File: src/rtl/bsg_pkg.sv
package bsg_pkg;
    typedef enum logic [0:0] {
        ST_IDLE = 1'b0,
        ST_BEAT = 1'b1
    } bsg_state_e;

    localparam int SZ_W = 3;
endpackage

File: src/rtl/bsg_beat_addr.sv
module bsg_beat_addr #(
    parameter int ADDR_W = 32,
    parameter int LEN_W  = 8,
    parameter int SZ_W   = 3
) (
    input  logic [ADDR_W-1:0] base,
    input  logic [LEN_W-1:0]  idx,
    input  logic [SZ_W-1:0]   sz_eff,
    output logic [ADDR_W-1:0] addr
);
    logic [ADDR_W-1:0] step;

    always_comb begin
        step = ADDR_W'(idx) << sz_eff;
        addr = base + step;
    end
endmodule

File: src/rtl/bsg_lane_mask.sv
module bsg_lane_mask #(
    parameter int LANES = 8,
    parameter int OFF_W = 3,
    parameter int SZ_W  = 3
) (
    input  logic [OFF_W-1:0] off,
    input  logic [SZ_W-1:0]  sz_eff,
    output logic [LANES-1:0] mask
);
    localparam int CW = OFF_W + 2;

    logic [CW-1:0] n_bytes;
    logic [CW-1:0] lo;
    logic [CW-1:0] hi_excl;

    always_comb begin
        n_bytes = CW'(1) << sz_eff;
        lo      = CW'(off);
        hi_excl = lo + n_bytes;
    end

    for (genvar i = 0; i < LANES; i++) begin : g_lane
        assign mask[i] = (CW'(i) >= lo) && (CW'(i) < hi_excl);
    end
endmodule

File: src/rtl/burst_strobe_gen.sv
module burst_strobe_gen
    import bsg_pkg::*;
#(
    parameter int DATA_W = 64,
    parameter int ADDR_W = 32,
    parameter int LEN_W  = 8
) (
    input  logic                     clk,
    input  logic                     rst_n,
    input  logic                     aw_valid,
    output logic                     aw_ready,
    input  logic [ADDR_W-1:0]        aw_addr,
    input  logic [2:0]               aw_size,
    input  logic [LEN_W-1:0]         aw_len,
    output logic                     st_valid,
    input  logic                     st_ready,
    output logic [DATA_W/8-1:0]      st_strb,
    output logic [ADDR_W-1:0]        st_addr,
    output logic                     st_last
);
    localparam int LANES  = DATA_W / 8;
    localparam int OFF_W  = $clog2(LANES);
    localparam int MAX_SZ = OFF_W;

    bsg_state_e        state_q;
    logic [ADDR_W-1:0] base_q;
    logic [SZ_W-1:0]   szeff_q;
    logic [LEN_W-1:0]  len_q;
    logic [LEN_W-1:0]  idx_q;
    logic [SZ_W-1:0]   sz_clip;
    logic [ADDR_W-1:0] beat_addr;
    logic [LANES-1:0]  beat_mask;
    logic              take_req;
    logic              take_beat;
    logic              at_last;

    always_comb begin
        sz_clip   = (aw_size > SZ_W'(MAX_SZ)) ? SZ_W'(MAX_SZ) : aw_size;
        at_last   = (idx_q == len_q);
        take_req  = (state_q == ST_IDLE) && aw_valid;
        take_beat = (state_q == ST_BEAT) && st_ready;
    end

    bsg_beat_addr #(.ADDR_W(ADDR_W), .LEN_W(LEN_W), .SZ_W(SZ_W)) addr_i (
        .base   (base_q),
        .idx    (idx_q),
        .sz_eff (szeff_q),
        .addr   (beat_addr)
    );

    bsg_lane_mask #(.LANES(LANES), .OFF_W(OFF_W), .SZ_W(SZ_W)) mask_i (
        .off    (beat_addr[OFF_W-1:0]),
        .sz_eff (szeff_q),
        .mask   (beat_mask)
    );

    // state register and burst context
    always_ff @(posedge clk) begin
        if (!rst_n) begin
            state_q <= ST_IDLE;
            idx_q   <= '0;
            base_q  <= '0;
            szeff_q <= '0;
            len_q   <= '0;
        end else begin
            unique case (state_q)
                ST_IDLE: begin
                    if (take_req) begin
                        state_q <= ST_BEAT;
                        base_q  <= aw_addr;
                        szeff_q <= sz_clip;
                        len_q   <= aw_len;
                        idx_q   <= '0;
                    end
                end
                ST_BEAT: begin
                    if (take_beat) begin
                        if (at_last) begin
                            state_q <= ST_IDLE;
                        end else begin
                            idx_q <= idx_q + 1'b1;
                        end
                    end
                end
                default: state_q <= ST_IDLE;
            endcase
        end
    end

    // outputs
    always_comb begin
        aw_ready = 1'b0;
        st_valid = 1'b0;
        st_last  = 1'b0;
        st_strb  = '0;
        st_addr  = '0;
        unique case (state_q)
            ST_IDLE: aw_ready = 1'b1;
            ST_BEAT: begin
                st_valid = 1'b1;
                st_last  = at_last;
                st_strb  = beat_mask;
                st_addr  = beat_addr;
            end
            default: aw_ready = 1'b0;
        endcase
    end

    assert_first_beat_R4: assert property (@(posedge clk) disable iff (!rst_n)
        aw_valid && aw_ready |=> st_valid && !aw_ready);

    assert_hold_beat_R5: assert property (@(posedge clk) disable iff (!rst_n)
        st_valid && !st_ready |=> st_valid && $stable(st_strb) && $stable(st_addr) && $stable(st_last));

    assert_done_idle_R6: assert property (@(posedge clk) disable iff (!rst_n)
        st_valid && st_ready && st_last |=> aw_ready && !st_valid);

    assert_offset_lane_R1: assert property (@(posedge clk) disable iff (!rst_n)
        st_valid |-> st_strb[st_addr[OFF_W-1:0]]);

    assert_lane_count_R2: assert property (@(posedge clk) disable iff (!rst_n)
        st_valid |-> ($countones(st_strb) <= (32'd1 << szeff_q)));

    assert_busy_ignore_R8: assert property (@(posedge clk) disable iff (!rst_n)
        st_valid |-> !aw_ready);
endmodule

File: config.mk
export PLATFORM = sky130hd
export DESIGN_NAME = burst_strobe_gen
export DESIGN_NICKNAME = d
export VERILOG_FILES = /design/src/rtl/bsg_pkg.sv /design/src/rtl/bsg_beat_addr.sv /design/src/rtl/bsg_lane_mask.sv /design/src/rtl/burst_strobe_gen.sv
export SDC_FILE = /design/constraint.sdc
export NUM_CORES = 1
export LEC_CHECK = 0
export BUFFER_PORTS_ARGS = -buffer_cell sky130_fd_sc_hd__buf_4
export CELL_PAD_IN_SITES_DETAIL_PLACEMENT = 1
export CELL_PAD_IN_SITES_GLOBAL_PLACEMENT = 1
export CORE_MARGIN = 10
export CORE_UTILIZATION = 36
export DETAILED_ROUTE_END_ITERATION = 8
export PLACE_DENSITY_LB_ADDON = 0.1
export SYNTH_ARGS = -nofsm -noshare
export SYNTH_HDL_FRONTEND = slang
export SYNTH_SLANG_ARGS = --single-unit
File: constraint.sdc
create_clock -name clk -period 3.5 [get_ports clk]
set_input_delay 0.175 -clock clk [delete_from_list [all_inputs] [get_ports clk]]
set_output_delay 0.175 -clock clk [all_outputs]
set_load 0.1 [all_outputs]
**Word level (Yosys, flattened, before mapping)**

Cells that the tools add are included.

- Bits in registers: 52
- Output and inout port bits: 43
- Word-level logic and storage cells: 58

- $add $sub $neg: 3
- Order comparisons: 17
- Eq/ne operators: 4
- Shift-type cells: 2
- Mux-type cells: 14
- Bitwise gates (word level): 1
- Reductions and logical operators: 12

Operators with widths:

| kind | count |
|---|---|
| 32-bit adder | 1 |
| 32-bit two-way mux | 1 |
| 8-bit two-way mux | 4 |
| 8-bit by 3-bit left shift with 32-bit output | 1 |
| 3-bit by 5-bit < comparator with 1-bit output, first input constant | 4 |
| 8-bit case mux with 2 select lines | 1 |
| 3-bit >= comparator, first input constant | 4 |
| 1-bit logical AND | 10 |
| 1-bit by 5-bit < comparator with 1-bit output, first input constant | 2 |
| 2-bit by 5-bit < comparator with 1-bit output, first input constant | 2 |
| 8-bit by 1-bit adder with 8-bit output, second input constant | 1 |
| 8-bit equality test | 1 |
| 1-bit by 3-bit >= comparator with 1-bit output, first input constant | 2 |
| 2-bit by 3-bit >= comparator with 1-bit output, first input constant | 2 |
| 1-bit two-way mux | 6 |
| 3-bit by 5-bit adder with 5-bit output | 1 |
| 1-bit by 3-bit left shift with 5-bit output, first input constant | 1 |
| 2-bit inequality test, second input constant | 2 |
| 3-bit by 2-bit > comparator with 1-bit output, second input constant | 1 |
| 3-bit two-way mux | 1 |
| 3-bit AND reduction | 1 |
| 2-bit by 1-bit inequality test with 1-bit output, second input constant | 1 |
| 1-bit case mux with 2 select lines | 1 |
| 2-bit AND reduction | 1 |
| 1-bit inverter | 1 |

**Depth between registers and ports, before layout**

- Depth in word-level cells: 6
- Depth in mapped cells: 14
- Depth with buffers taken out: 12

**By module**

From an unflattened synthesis, not the netlist that was laid out.

- Cells, all modules: 521
- Area, all modules: 4,036.4 µm²

Modules (own cells, without submodules):

| module | instances | cells an instance | area an instance (µm²) | seq. area each (µm²) |
|---|---|---|---|---|
| burst_strobe_gen | 1 | 299 | 2,444.8 | 1,041.0 |
| bsg_beat_addr | 1 | 188 | 1,336.3 | 0.0 |
| bsg_lane_mask | 1 | 34 | 255.2 | 0.0 |

**Worst setup path before layout**

No wires, ideal clock.

- Path type: register to output
- Start point: reg szeff_q[0]
- End point: out st_strb[0]
- Arrival time: 5.874 ns
- Required time: 3.325 ns
- Setup slack: -2.549 ns
- Stages on the path, launching flop included: 14
- Path buffers: 2
- Cell sequence: dfxtp_1 > clkbuf_1 > clkbuf_1 > nand2b_1 > nor3_1 > ha_1 > fa_1 > inv_1 > fa_1 > nor2_1 > nor4_1 > mux2i_1 > nor3_1 > nor4_1

- Longest elaborated chain between the ends: 6
- Elaborated cells between the ends (all ways): 8
- Classes of those cells: 2 x add/sub; 2 x order compare; 2 x shift; 1 x mux; 1 x reduce/logical

RTL lines:

| what | RTL line | RTL |
|---|---|---|
| start: declaration | burst_strobe_gen.sv:27 | `logic [SZ_W-1:0] szeff_q;` |
| start signal: assignment | burst_strobe_gen.sv:71 | `szeff_q <= sz_clip;` |
| 8-bit by 3-bit left shift with 32-bit output | bsg_beat_addr.sv:14 | `step = ADDR_W'(idx) << sz_eff;` |
| 32-bit adder | bsg_beat_addr.sv:15 | `addr = base + step;` |
| 3-bit by 5-bit adder with 5-bit output | bsg_lane_mask.sv:19 | `hi_excl = lo + n_bytes;` |
| 1-bit by 5-bit < comparator with 1-bit output | bsg_lane_mask.sv:23 | `assign mask[i] = (CW'(i) >= lo) && (CW'(i) < hi_excl);` |
| 1-bit logical AND (*) | bsg_lane_mask.sv:23 |  |
| 8-bit two-way mux (*) | burst_strobe_gen.sv:97 | `unique case (state_q)` |
| end: declaration | burst_strobe_gen.sv:17 | `output logic [DATA_W/8-1:0] st_strb,` |

Mark *: on every way between the ends. The rest lies on a longest branch, timed or not.

**Final worst setup path**

- Start point: reg szeff_q[1]
- End point: out st_addr[30]

- Longest elaborated chain between the ends: 3

RTL lines:

| what | RTL line | RTL |
|---|---|---|
| 8-bit by 3-bit left shift with 32-bit output | bsg_beat_addr.sv:14 |  |
| 32-bit adder | bsg_beat_addr.sv:15 |  |
| 32-bit two-way mux | burst_strobe_gen.sv:97 |  |
| end: declaration | burst_strobe_gen.sv:18 | `output logic [ADDR_W-1:0] st_addr,` |

Every way passes these cells.

==> flow_metrics.env <==
export IMPL_netlist_instances=538
export IMPL_dr_pass1_iters=4
export IMPL_synthToLayoutAreaGrowth_pct=65.5
export IMPL_critPathRequiredTime_ps=3320
export IMPL_cts_made_buffers=5
export IMPL_port_buffers=89
export IMPL_arrival_ps=3610
export IMPL_yosysWarnings=0
export IMPL_ir_worst_vdd_mv=0.238
export IMPL_fmax_mhz=264
export IMPL_cts_sinks=52
export IMPL_p_leak_nw=2.55
export IMPL_pwr_density_cell_mw_per_mm2=268
export IMPL_dpl_hpwl_mm=11.0
export IMPL_synth_seq_cells=52
export IMPL_crit_top_cell="o21ai_4"
export IMPL_wl_per_cell_um=21.3
export IMPL_layout_worst_path_cycle_share_pct=108
export IMPL_worst_pin_slew_ps=826
export IMPL_synthesis_nets=606
export IMPL_holdPathStages=2
export IMPL_swShare_pct=41.9
export IMPL_pwr_share_seq_pct=37.8
export IMPL_status="finished with violations"
export IMPL_start_kind="register"
export IMPL_synth_simple_gate_area_share_pct=26.8
export IMPL_synth_common_cells="nand2_1, dfxtp_1, a21boi_0, nor2_1, clkbuf_1"
export IMPL_hold_viol_final=0
export IMPL_worstHoldPathType="in -> reg"
export IMPL_critPathKind="reg -> out"
export IMPL_drive_gt1_share_pct=43.5
export IMPL_fill_cells=1242
export IMPL_fin_ws_ps=-287
export IMPL_cpMaxStageDelayCell="dfxtp_4"
export IMPL_grt_pass1_wl_mm=27.5
export IMPL_internal_power_w=0.00104
export IMPL_setup_viol=27
export IMPL_synthDistinctLibCells=55
export IMPL_h_tree_depth=2
export IMPL_synth_xor_area_share_pct=5.62
export IMPL_wirelength_mm=17.7
export IMPL_critPathBufInv=1
export IMPL_comb_power_share_pct=40.4
export IMPL_path_delay_family="compound AO/OA/AOI/OAI gates"
export IMPL_critical_path_cell_chain="mux2_2 -> o21ai_4 -> mux2i_1 -> ha_1 -> a21o_1 -> or3b_4 -> o21ai_4 -> o311ai_4 -> a211oi_2 -> mux2i_4 -> buf_12"
export IMPL_initial_core_util_pct=37.0
export IMPL_pin_count=90
export IMPL_antenna_found_initial=0
export IMPL_holdBufCountCts=0
export IMPL_synth_compound_area_share_pct=22.7
export IMPL_cts_tree="yes"
export IMPL_slew_headroom_pct=44.9
export IMPL_rr_worst_depth=4
export IMPL_hold_path_end="state_q$_SDFF_PN0_"
export IMPL_synth_avg_cell_area_um2=7.49
export IMPL_core_mm2=0.0109
export IMPL_rows=38
export IMPL_first_iter_violations=263
export IMPL_fin_nets=755
export IMPL_synth_edf_count=0
export IMPL_grt_ovfl_total=0
export IMPL_power_switching_w=0.000748
export IMPL_violations="setup timing"
export IMPL_slew_viol_final=0
export IMPL_cp_max_fo=6
export IMPL_critPathCaptureType="output pin"
export IMPL_cts_buffer_depth=2
export IMPL_power_frac_clock_pct=21.8
export IMPL_ant_nets=0
export IMPL_clock_latency_ps=340
export IMPL_cts_root_buf="clkbuf_8"
export IMPL_synthArstFlopShare_pct=0
export IMPL_critPathMaxStageDelay_ps=410
export IMPL_globalRouteTotalUtil_pct=20.7
export IMPL_synth_top_family_by_area="simple AND/OR/NAND/NOR gates"
export IMPL_place_ws_ps=-215
export IMPL_synth_main_ff_cell="dfxtp_1"
export IMPL_rr_startpoint="state_q$_SDFF_PN0_"
export IMPL_globalplace_congestion=0.853
export IMPL_fin_crit_ps=3790
export IMPL_maxCapViolCount=0
export IMPL_yosysTopAreaCellShare_pct=25.8
export IMPL_yosys_cell_count_top_type="nand2_1"
export IMPL_synthAdderAreaFrac_pct=6.89
export IMPL_r2r_end="base_q[19]$_SDFFE_PN0P_"
export IMPL_hold_slack_ps=28.2
export IMPL_synthMuxAreaShare_pct=7.88
export IMPL_antenna_cells=0
export IMPL_rsz0062_at_grt="true"
export IMPL_die_w_um=126
export IMPL_synthTopCellsByArea="dfxtp_1, nand2_1, a21boi_0, mux2i_1, ha_1"
export IMPL_ys_seq_area_share_pct=25.8
export IMPL_skew_ps=6.65
export IMPL_die_y_um=126
export IMPL_dr_total_vias=4638
export IMPL_clk_pin_slew_ps=110
export IMPL_grt_max_degree=47
export IMPL_via_per_inst=5.60
export IMPL_synth_top_area_cell="dfxtp_1"
export IMPL_drc=0
export IMPL_r2r_slack_ps=1510
export IMPL_grt_pass1_vias=5065
export IMPL_synth_area_mm2=0.00403
export IMPL_holdCritStartpoint="st_ready"
export IMPL_die_area_mm2=0.0158
## logic make-up (layout without fill, tap and decap cells)
logic type                 after synthesis  after routing
and+or+nand+nor                        238            238
AOI/OAI and AO/OA                      126            127
DFF                                     52             52
buffers and inverters                   45            194
muxes                                   31             31
xor gates and xnor gates                25             25
adders and majority gates               21             21
## area by class of cell
| class | instances | area (µm²) | area share, % |
|---|---|---|---|
| multi-input cells | 442 | 3630 | 54.5 |
| clock inverters | 3 | 21.3 | 0.319 |
| repair buffers | 174 | 1680 | 25.1 |
| flip-flops and latches | 52 | 1050 | 15.8 |
| clock buffers | 5 | 68.8 | 1.03 |
| inverters | 12 | 45.0 | 0.675 |
| well taps | 140 | 175 | 2.63 |
## flip-flops by register name, indices dropped and copies added (netlist names)
name     cells
len_q        8
szeff_q      3
idx_q        8
state_q      1
base_q      32
## repair_timing
item | CTS | global route
cloned | 1 | 0
gates resized for setup | 117 | 54
endpoints found under the setup margin | 31 | 31
setup buffers | 23 | 9
pin swaps | 28 | 25
## through the flow
stage	TNS, ps	cells	total power (W)	util, %	instance area [µm²]
after floorplan	-1680	538	0.00112	-	4490
after global placement	-532	789	0.00128	51.4	5600
after detailed placement	-2700	789	0.00130	51.4	5600
after CTS	-2540	820	0.00174	58.4	6360
after global routing	-8950	828	0.00186	61.3	6670
final	-5530	828	0.00179	61.3	6670
## how the worst max path moves through the flow
| stage | from | end | slack [ps] | cells past startpoint |
|---|---|---|---|---|
| 3_5_place_dp | szeff_q[1]$_SDFFE_PN0P_ | st_addr[30] | -220 | 11 |
| 5_1_grt | szeff_q[1]$_SDFFE_PN0P_ | st_addr[27] | -410 | 14 |
| 3_3_place_gp | szeff_q[1]$_SDFFE_PN0P_ | st_addr[30] | -70 | 11 |
| 6_report | szeff_q[1]$_SDFFE_PN0P_ | st_addr[30] | -290 | 11 |
| 4_1_cts | szeff_q[1]$_SDFFE_PN0P_ | st_addr[18] | -190 | 13 |
| 2_1_floorplan | szeff_q[0]$_SDFFE_PN0P_ | st_strb[0] | -420 | 14 |
## per-layer routing
metal  vias to the layer above  share of wire [%]  GRT usage (%)
li1                       2160                  -              -
met1                      2292                 41           24.5
met2                       144                 52           36.6
met3                        42                4.6           3.61
met4                         0                3.2           7.03
met5                         -                  0              0
## cells in the final DEF, fill, tap and decap left out, types with 13 or more instances in the layout
master and count:
nand2_1 123, buf_6 13, xnor2_1 14, buf_4 134, nand2b_1 17, nor2_1 27
a21boi_0 41, dfxtp_1 47, mux2i_4 17, buf_12 25, a21oi_1 14
## worst reg2reg max path, cell delays in order (launching register included)
cell,delay (ps)
dfxtp_2,590
nor2b_4,630
buf_4,400
nand2_1,110
a21boi_0,180
## power by group through the flow
stage / logic, W / registers [W] / clock network, W
finish: 0.000722 / 0.000676 / 0.000390
detailed placement: 0.000619 / 0.000686 / 0
global route: 0.000765 / 0.000681 / 0.000413
global placement: 0.000599 / 0.000684 / 0
CTS: 0.000678 / 0.000673 / 0.000392
floorplan: 0.000458 / 0.000663 / 0
(Power assumes the default switching activity.)
